### config.mk
export PLATFORM = sky130hd
export DESIGN_NAME = mtrap_ctrl
export DESIGN_NICKNAME = d
export VERILOG_FILES = /design/src/rtl/mtrap_pkg.sv /design/src/rtl/mtrap_irq_arb.sv /design/src/rtl/mtrap_exc_arb.sv /design/src/rtl/mtrap_vec_tgt.sv /design/src/rtl/mtrap_ctrl.sv
export SDC_FILE = /design/constraint.sdc
export NUM_CORES = 1
export LEC_CHECK = 0
export ABC_AREA = 1
export BUFFER_PORTS_ARGS = -buffer_cell sky130_fd_sc_hd__buf_2
export CAP_MARGIN = 10
export CORE_AREA = 4 4 310 312
export CTS_BUF_LIST = sky130_fd_sc_hd__clkbuf_16
export DETAILED_ROUTE_END_ITERATION = 12
export DIE_AREA = 0 0 314 316
export HOLD_SLACK_MARGIN = 0.1
export PLACE_DENSITY = 0.37
export SYNTH_ARGS = -nofsm -noshare
export SYNTH_HDL_FRONTEND = slang
export SYNTH_SLANG_ARGS = --single-unit
### constraint.sdc
create_clock -name clk_i -period 3.53 [get_ports clk_i]
set_input_delay 0 -clock clk_i [delete_from_list [all_inputs] [get_ports clk_i]]
set_output_delay 0 -clock clk_i [all_outputs]
set_load 0.01 [all_outputs]
### src/rtl/mtrap_pkg.sv
package mtrap_pkg;

  typedef enum logic [1:0] {
    PRIV_U = 2'b00,
    PRIV_S = 2'b01,
    PRIV_M = 2'b11
  } priv_e;

  typedef enum logic [2:0] {
    SEL_STATUS = 3'd0,
    SEL_EDELEG = 3'd1,
    SEL_IDELEG = 3'd2,
    SEL_IEN    = 3'd3,
    SEL_TVEC   = 3'd4
  } csr_sel_e;

  localparam int CODE_W   = 4;
  localparam int IRQ_W    = 12;
  localparam int EXC_N    = 7;
  localparam int ST_IE    = 3;
  localparam int ST_PIE   = 7;
  localparam int ST_PP_LO = 11;

  localparam logic [CODE_W-1:0] C_ILLEGAL  = 4'd2;
  localparam logic [CODE_W-1:0] C_ECALL_U  = 4'd8;
  localparam logic [CODE_W-1:0] C_ECALL_S  = 4'd9;
  localparam logic [CODE_W-1:0] C_ECALL_M  = 4'd11;

endpackage

### src/rtl/mtrap_irq_arb.sv
module mtrap_irq_arb
  import mtrap_pkg::*;
(
  input  logic              ext_i,
  input  logic              timer_i,
  input  logic              sw_i,
  input  logic              sext_deleg_i,
  input  logic              stim_deleg_i,
  input  logic [IRQ_W-1:0]  ien_i,
  input  priv_e             priv_i,
  input  logic              gie_i,
  output logic [IRQ_W-1:0]  pend_o,
  output logic              m_take_o,
  output logic [CODE_W-1:0] m_code_o,
  output logic              s_take_o,
  output logic [CODE_W-1:0] s_code_o
);
  localparam int M_N = 3;
  localparam int S_N = 2;
  localparam int M_ORDER [M_N] = '{11, 3, 7};
  localparam int S_ORDER [S_N] = '{9, 5};
  localparam logic [IRQ_W-1:0] M_MASK = 12'h888;
  localparam logic [IRQ_W-1:0] S_MASK = 12'h220;

  logic [IRQ_W-1:0] act;

  always_comb begin
    pend_o     = '0;
    pend_o[11] = ext_i;
    pend_o[9]  = ext_i & sext_deleg_i;
    pend_o[7]  = timer_i;
    pend_o[5]  = timer_i & stim_deleg_i;
    pend_o[3]  = sw_i;
  end

  assign act = pend_o & ien_i;

  // highest priority is the first list entry: scan from the back
  always_comb begin
    m_code_o = '0;
    for (int k = M_N - 1; k >= 0; k--) begin
      if (act[M_ORDER[k]]) m_code_o = CODE_W'(M_ORDER[k]);
    end
    s_code_o = '0;
    for (int k = S_N - 1; k >= 0; k--) begin
      if (act[S_ORDER[k]]) s_code_o = CODE_W'(S_ORDER[k]);
    end
  end

  assign m_take_o = (|(act & M_MASK)) && (priv_i != PRIV_M || gie_i);
  assign s_take_o = (|(act & S_MASK)) && (priv_i != PRIV_M);

endmodule

### src/rtl/mtrap_exc_arb.sv
module mtrap_exc_arb
  import mtrap_pkg::*;
#(
  parameter int XLEN = 64
) (
  input  logic [EXC_N-1:0]  exc_vec_i,
  input  logic              ecall_i,
  input  priv_e             priv_i,
  input  logic [XLEN-1:0]   fault_addr_i,
  output logic              valid_o,
  output logic [CODE_W-1:0] code_o,
  output logic [XLEN-1:0]   tval_o
);
  localparam int REQ_N = EXC_N + 1;
  // slot 0 stands for the environment call
  localparam int ORDER [REQ_N] = '{3, 1, 2, 0, 4, 6, 5, 7};

  logic [REQ_N-1:0]  req;
  logic [CODE_W-1:0] ecall_code;
  logic              sel_ecall;

  assign req = {exc_vec_i, ecall_i};

  always_comb begin
    unique case (priv_i)
      PRIV_M:  ecall_code = C_ECALL_M;
      PRIV_S:  ecall_code = C_ECALL_S;
      default: ecall_code = C_ECALL_U;
    endcase
  end

  always_comb begin
    valid_o   = 1'b0;
    code_o    = '0;
    sel_ecall = 1'b0;
    for (int k = REQ_N - 1; k >= 0; k--) begin
      if (req[ORDER[k]]) begin
        valid_o   = 1'b1;
        sel_ecall = (ORDER[k] == 0);
        code_o    = (ORDER[k] == 0) ? ecall_code : CODE_W'(ORDER[k]);
      end
    end
  end

  assign tval_o = (sel_ecall || code_o == C_ILLEGAL) ? '0 : fault_addr_i;

endmodule

### src/rtl/mtrap_vec_tgt.sv
module mtrap_vec_tgt
  import mtrap_pkg::*;
#(
  parameter int XLEN = 64
) (
  input  logic [XLEN-1:0]   base_i,
  input  logic              vectored_i,
  input  logic              is_irq_i,
  input  logic [CODE_W-1:0] code_i,
  output logic [XLEN-1:0]   target_o
);
  localparam int PAD_W = XLEN - CODE_W - 2;

  logic [XLEN-1:0] offset;

  assign offset   = {{PAD_W{1'b0}}, code_i, 2'b00};
  assign target_o = (vectored_i && is_irq_i) ? base_i + offset : base_i;

endmodule

### src/rtl/mtrap_ctrl.sv
module mtrap_ctrl
  import mtrap_pkg::*;
#(
  parameter int          XLEN        = 64,
  parameter logic [63:0] EDELEG_MASK = 64'hB309,
  parameter logic [63:0] IDELEG_MASK = 64'h222,
  parameter logic [11:0] IEN_MASK    = 12'hAAA
) (
  input  logic            clk_i,
  input  logic            rst_ni,
  input  logic [6:0]      exc_vec_i,
  input  logic            ecall_i,
  input  logic [XLEN-1:0] fault_addr_i,
  input  logic            mret_i,
  input  logic            ext_irq_i,
  input  logic            timer_irq_i,
  input  logic            sw_irq_i,
  input  logic            csr_we_i,
  input  logic [2:0]      csr_sel_i,
  input  logic [XLEN-1:0] csr_wdata_i,
  output logic [1:0]      priv_o,
  output logic [XLEN-1:0] mstatus_o,
  output logic [XLEN-1:0] medeleg_o,
  output logic [XLEN-1:0] mideleg_o,
  output logic [XLEN-1:0] mie_o,
  output logic [XLEN-1:0] mip_o,
  output logic [XLEN-1:0] mtvec_o,
  output logic [XLEN-1:0] mcause_o,
  output logic [XLEN-1:0] mtval_o,
  output logic            redirect_o,
  output logic [XLEN-1:0] target_o,
  output logic            s_trap_o,
  output logic [XLEN-1:0] s_cause_o
);
  localparam int CZ_W = XLEN - 1 - CODE_W;
  localparam logic [XLEN-1:0] ED_M = XLEN'(EDELEG_MASK);
  localparam logic [XLEN-1:0] ID_M = XLEN'(IDELEG_MASK);

  // architectural state
  priv_e             priv_q;
  logic              st_ie_q, st_pie_q;
  priv_e             st_pp_q;
  logic [XLEN-1:0]   edeleg_q, ideleg_q, tvec_q, cause_q, tval_q;
  logic [IRQ_W-1:0]  ien_q;
  logic              redir_q, s_trap_q;
  logic [XLEN-1:0]   target_q, s_cause_q;

  // arbiter results
  logic [IRQ_W-1:0]  pend;
  logic              irq_m, irq_s;
  logic [CODE_W-1:0] irq_m_code, irq_s_code;
  logic              exc_v;
  logic [CODE_W-1:0] exc_code;
  logic [XLEN-1:0]   exc_tval;

  // decision
  logic              take_m, take_s, is_irq, do_ret, wr_ok;
  logic [CODE_W-1:0] code_w;
  logic [XLEN-1:0]   tval_w, cause_w, tgt_w, base_w;

  mtrap_irq_arb u_irq (
    .ext_i        (ext_irq_i),
    .timer_i      (timer_irq_i),
    .sw_i         (sw_irq_i),
    .sext_deleg_i (ideleg_q[9]),
    .stim_deleg_i (ideleg_q[5]),
    .ien_i        (ien_q),
    .priv_i       (priv_q),
    .gie_i        (st_ie_q),
    .pend_o       (pend),
    .m_take_o     (irq_m),
    .m_code_o     (irq_m_code),
    .s_take_o     (irq_s),
    .s_code_o     (irq_s_code)
  );

  mtrap_exc_arb #(.XLEN(XLEN)) u_exc (
    .exc_vec_i    (exc_vec_i),
    .ecall_i      (ecall_i),
    .priv_i       (priv_q),
    .fault_addr_i (fault_addr_i),
    .valid_o      (exc_v),
    .code_o       (exc_code),
    .tval_o       (exc_tval)
  );

  assign base_w = {tvec_q[XLEN-1:2], 2'b00};

  mtrap_vec_tgt #(.XLEN(XLEN)) u_tgt (
    .base_i     (base_w),
    .vectored_i (tvec_q[0]),
    .is_irq_i   (is_irq),
    .code_i     (code_w),
    .target_o   (tgt_w)
  );

  always_comb begin
    take_m = 1'b0;
    take_s = 1'b0;
    is_irq = 1'b0;
    code_w = '0;
    tval_w = '0;
    if (irq_m) begin
      take_m = 1'b1;
      is_irq = 1'b1;
      code_w = irq_m_code;
    end else if (irq_s) begin
      take_s = 1'b1;
      is_irq = 1'b1;
      code_w = irq_s_code;
    end else if (exc_v) begin
      code_w = exc_code;
      tval_w = exc_tval;
      // traps raised at machine level never leave it
      if (priv_q != PRIV_M && edeleg_q[exc_code]) take_s = 1'b1;
      else                                         take_m = 1'b1;
    end
  end

  assign cause_w = {is_irq, {CZ_W{1'b0}}, code_w};
  assign do_ret  = mret_i && priv_q == PRIV_M && !take_m && !take_s;
  assign wr_ok   = csr_we_i && !take_m && !take_s && !do_ret;

  always_ff @(posedge clk_i or negedge rst_ni) begin
    if (!rst_ni) begin
      priv_q    <= PRIV_M;
      st_ie_q   <= 1'b0;
      st_pie_q  <= 1'b0;
      st_pp_q   <= PRIV_U;
      edeleg_q  <= '0;
      ideleg_q  <= '0;
      ien_q     <= '0;
      tvec_q    <= '0;
      cause_q   <= '0;
      tval_q    <= '0;
      redir_q   <= 1'b0;
      target_q  <= '0;
      s_trap_q  <= 1'b0;
      s_cause_q <= '0;
    end else begin
      redir_q  <= take_m;
      s_trap_q <= take_s;
      if (take_m) begin
        cause_q  <= cause_w;
        tval_q   <= tval_w;
        target_q <= tgt_w;
        st_pp_q  <= priv_q;
        st_pie_q <= st_ie_q;
        st_ie_q  <= 1'b0;
        priv_q   <= PRIV_M;
      end else if (take_s) begin
        s_cause_q <= cause_w;
        priv_q    <= PRIV_S;
      end else if (do_ret) begin
        st_ie_q  <= st_pie_q;
        st_pie_q <= 1'b1;
        priv_q   <= st_pp_q;
        st_pp_q  <= PRIV_U;
      end
      if (wr_ok) begin
        unique case (csr_sel_e'(csr_sel_i))
          SEL_STATUS: begin
            st_ie_q  <= csr_wdata_i[ST_IE];
            st_pie_q <= csr_wdata_i[ST_PIE];
            if (csr_wdata_i[ST_PP_LO+1:ST_PP_LO] != 2'b10)
              st_pp_q <= priv_e'(csr_wdata_i[ST_PP_LO+1:ST_PP_LO]);
          end
          SEL_EDELEG: edeleg_q <= csr_wdata_i & ED_M;
          SEL_IDELEG: ideleg_q <= csr_wdata_i & ID_M;
          SEL_IEN:    ien_q    <= csr_wdata_i[IRQ_W-1:0] & IEN_MASK;
          SEL_TVEC:   tvec_q   <= {csr_wdata_i[XLEN-1:2], 1'b0, csr_wdata_i[0]};
          default: ;
        endcase
      end
    end
  end

  always_comb begin
    mstatus_o                        = '0;
    mstatus_o[ST_IE]                 = st_ie_q;
    mstatus_o[ST_PIE]                = st_pie_q;
    mstatus_o[ST_PP_LO+1:ST_PP_LO]   = st_pp_q;
  end

  assign priv_o     = priv_q;
  assign medeleg_o  = edeleg_q;
  assign mideleg_o  = ideleg_q;
  assign mie_o      = XLEN'(ien_q);
  assign mip_o      = XLEN'(pend);
  assign mtvec_o    = tvec_q;
  assign mcause_o   = cause_q;
  assign mtval_o    = tval_q;
  assign redirect_o = redir_q;
  assign target_o   = target_q;
  assign s_trap_o   = s_trap_q;
  assign s_cause_o  = s_cause_q;

endmodule

==> key figures <==
Run status
  – Outcome: finished, final reports clean

Place
  – Placement Cell Area: ~0.017 mm^2
  – Detail Placement HPWL: around 50,000 um
  – Port bufs: ~370
  – Global placer's final weighted congestion: about 0.85

Synth
  – Mean Syn Cell Area: approximately 7.6 um^2
  – Count leader, synth: nand2_1
  – Post-Syn Instances: approximately 2,000
  – Biggest area consumer among synthesized cells: dfrtp_1
  – Asr flop ratio synth: between 90% and 100%
  – Yosys reg bits: ~220
  – Top_reg_cell synth: dfrtp_1
  – Post-synthesis sequential area ratio: 37.2%
  – Most frequent cells after synthesis: 484 x nand2_1, 433 x buf_4, 227 x inv_1
  – Post-synth top area share: about 37%
  – Top cells by area in the synthesized netlist: dfrtp_1 37%, buf_4 22%, nand2_1 12%
  – Ys Warns: 0
  – EDFF count, synth: 0
  – Netlist cell types: 43
  – Synthesized area: 0.0150 mm^2

Finish
  – Area Growth Syn to Fin: 29.6%
  – FILL cells: approximately 11,000
  – Core Util, Final: 20.9%
  – Nets: approximately 2,700
  – Ratio of cells with drive above 1 in the final layout: around a fifth
  – Design Area, Final: 0.0194 mm^2

Drt
  – Via-to-Cell Ratio: ~3.4
  – Initial DRC Count: roughly 580
  – 1st-pass router iterations: 5
  – Drc violations: 0
  – Routed WL: roughly 63,000 um
  – Via count: ~13,000
  – Drt wl/cell: ~17 um
  – ANT nets after route: 0

Power
  – Pwr Density: roughly 350 mW/mm^2
  – Sequential power share: between 30% and 40%
  – Switching power: around 1900 uW
  – Comb pwr share: roughly 12%
  – Worst vdd ir: between 200 and 300 uV
  – Sw frac: around 29%
  – Pint: 4800 uW
  – Clock power share: between 40% and 50%
  – LEAKAGE: 0.0104 uW

CTS
  – H-Tree Level Count: 2
  – Clock-pin slew on the worst setup and hold paths: ~50 ps
  – Clock Tree Root: clkbuf_16
  – Cts bufs inserted: 34
  – Clock sinks: roughly 220
  – CTS tree: yes
  – Clock Tree Buf Depth: 3
  – Post-CTS setup buffers: 0
  – Worst-Skew Late Latency: 560 ps

Die
  – CORE AREA: between 0.09 and 0.1 mm^2
  – # rows: roughly 110
  – I/O Pins: 790
  – Die height: approximately 320 um
  – Initial Util: 16.1%
  – DIE AREA: between 0.09 and 0.1 mm^2
  – Die width: around 310 um

STA
  – Minimum clock period: approximately 3400 ps
  – Sum Neg Setup Slack: 0 ps
  – RSZ-0062 raised after global routing: false
  – Actual transition at the worst max-transition pin: roughly 790 ps
  – Min Hold Slack: between 100 and 150 ps
  – Rel. slew slack: between 40% and 50%
  – Fmax: a little under 0.3 GHz
  – Final setup vio count: 0
  – Hold Fails Final Rpt: 0
  – Fin crit share: between 90% and 100%
  – Max Slew Vio Count: 0
  – Clk_skew: 24.0 ps

GRT
  – Antenna violations before repair: 1
  – Largest net degree at the start of global routing: 87
  – Vias in the first global route: 12,543
  – Global-route wire length before repair: between 80,000 and 90,000 um
  – Total track usage: 12.0%
  – Total gr overflow: 0

Flow run
  – Maxcap violations: 0

Critical path
  – CP startpoint kind: flop
  – Critical-path cell list: nand2_2 > inv_2 > nand2_2 > o21ai_4 > nand2_4 > o211ai_1 > inv_1 > ha_4 > inv_1 > nor3_1 > nand2_1 > a21oi_2 > nand3_1 > xor2_1 > o21ai_0 > nand2_1 > nand2_1
  – Setup CP Type: flop to flop
  – Cell mode on critical path: nand2_1
  – CP Capture Type: flop
  – Crit path max fanout: 7
  – Critical path required time: ~4000 ps
  – CP max-delay cell: dfstp_2
  – Max stage delay on crit path: ~570 ps
  – CP arrival: between 3000 and 4000 ps

Worst hold path
  – Hold crit path type: primary input to flop
[logic make-up (layout without fill, tap and decap cells)]
kind of cell	Yosys count	after routing	synth area share (%)
simple gates	725	725	20.4
buf+inv	718	859	29.8
compound gates	238	238	8.32
flops	223	223	37.2
xor+xnor	54	54	3.15
mux	10	10	0.667
fa+ha+maj	5	5	0.467
other cells	1	417	0.0250
[flip-flops by register name, indices dropped and copies added, names as in the netlist, 3 cells and up]
name / count
medeleg_o: 7
ien_q: 6
mideleg_o: 3
target_o: 62
s_cause_o: 5
mtvec_o: 63
mcause_o: 5
mtval_o: 64
[worst paths after layout]
| path | endpoint | cells after the start | from | slack [ps] |
|---|---|---|---|---|
| max | target_o[48] | 17 | priv_o[1] | 170 |
| min reg2reg | mcause_o[0] | 2 | mcause_o[0] | 460 |
| max in group asynchronous | mtvec_o[39] | 4 | rst_ni | 1640 |
| min in group asynchronous | mtvec_o[60] | 3 | rst_ni | 620 |
| min | s_cause_o[1] | 7 | exc_vec_i[2] | 140 |
| max reg2reg | target_o[48] | 17 | priv_o[1] | 170 |
[metal layers]
metal	wire, um	GRT usage, %	vias up
met5	0	0	-
met4	1730	3.84	0
met3	3770	2.38	74
met2	30800	20.4	407
met1	27100	15.2	5987
li1	-	-	6365
[power groups by stage]
stage | sequential [uW] | combinational (uW) | clock (uW)
after floorplan | 2750 | 652 | 0
after global placement | 2720 | 648 | 0
final | 2680 | 772 | 3280
after CTS | 2680 | 773 | 3490
after detailed placement | 2730 | 646 | 0
after global routing | 2690 | 860 | 3560
[worst max-delay path: cells and delay by family (launching register included)]
| family | cells | cell delay (ps) |
|---|---|---|
| compound gates | 4 | 910 |
| xor+xnor | 1 | 160 |
| fa+ha+maj | 1 | 310 |
| buf+inv | 3 | 270 |
| flops | 1 | 570 |
| simple gates | 8 | 1080 |
[what timing repair did]
action,CTS,global route
gates resized for setup,0,19
hold buffers,150,0
endpoints found under the hold margin,299,0
setup endpoints to repair,0,32
[placed cells by master (no fill, tap or decap), types with 24 or more instances in the layout]
master,count
buf_4,30
o21ai_1,110
nand3_1,47
buf_2,372
o21ai_0,92
inv_1,239
dlygate4sd3_1,149
nor2_1,98
nand4_1,31
nor3_1,24
conb_1,416
clkbuf_16,34
nand2_1,484
dfrtp_1,221
xor2_1,36
[per-stage QoR]
| step | setup slack, ps | total power (uW) | cells |
|---|---|---|---|
| global placement | 87.5 | 3370 | 3573 |
| floorplan | 614 | 3400 | 2389 |
| finish | 174 | 6730 | 3785 |
| CTS | 25.4 | 6940 | 3785 |
| global route | 4.02 | 7110 | 3785 |
| detailed placement | 32.7 | 3370 | 3573 |
[cell type report]
class	count	area [um^2]	area share, %
Clock buffer	34	851	4.38
Tap cell	1254	1570	8.07
Sequential cell	223	5580	28.7
Inverter	236	891	4.58
Multi-Input combinational cell	1448	6590	33.9
Timing Repair Buffer	561	3760	19.4
Antenna cell	1	2.50	0.0129
Clock inverter	28	190	0.978
Power figures use the tool's default switching activity.
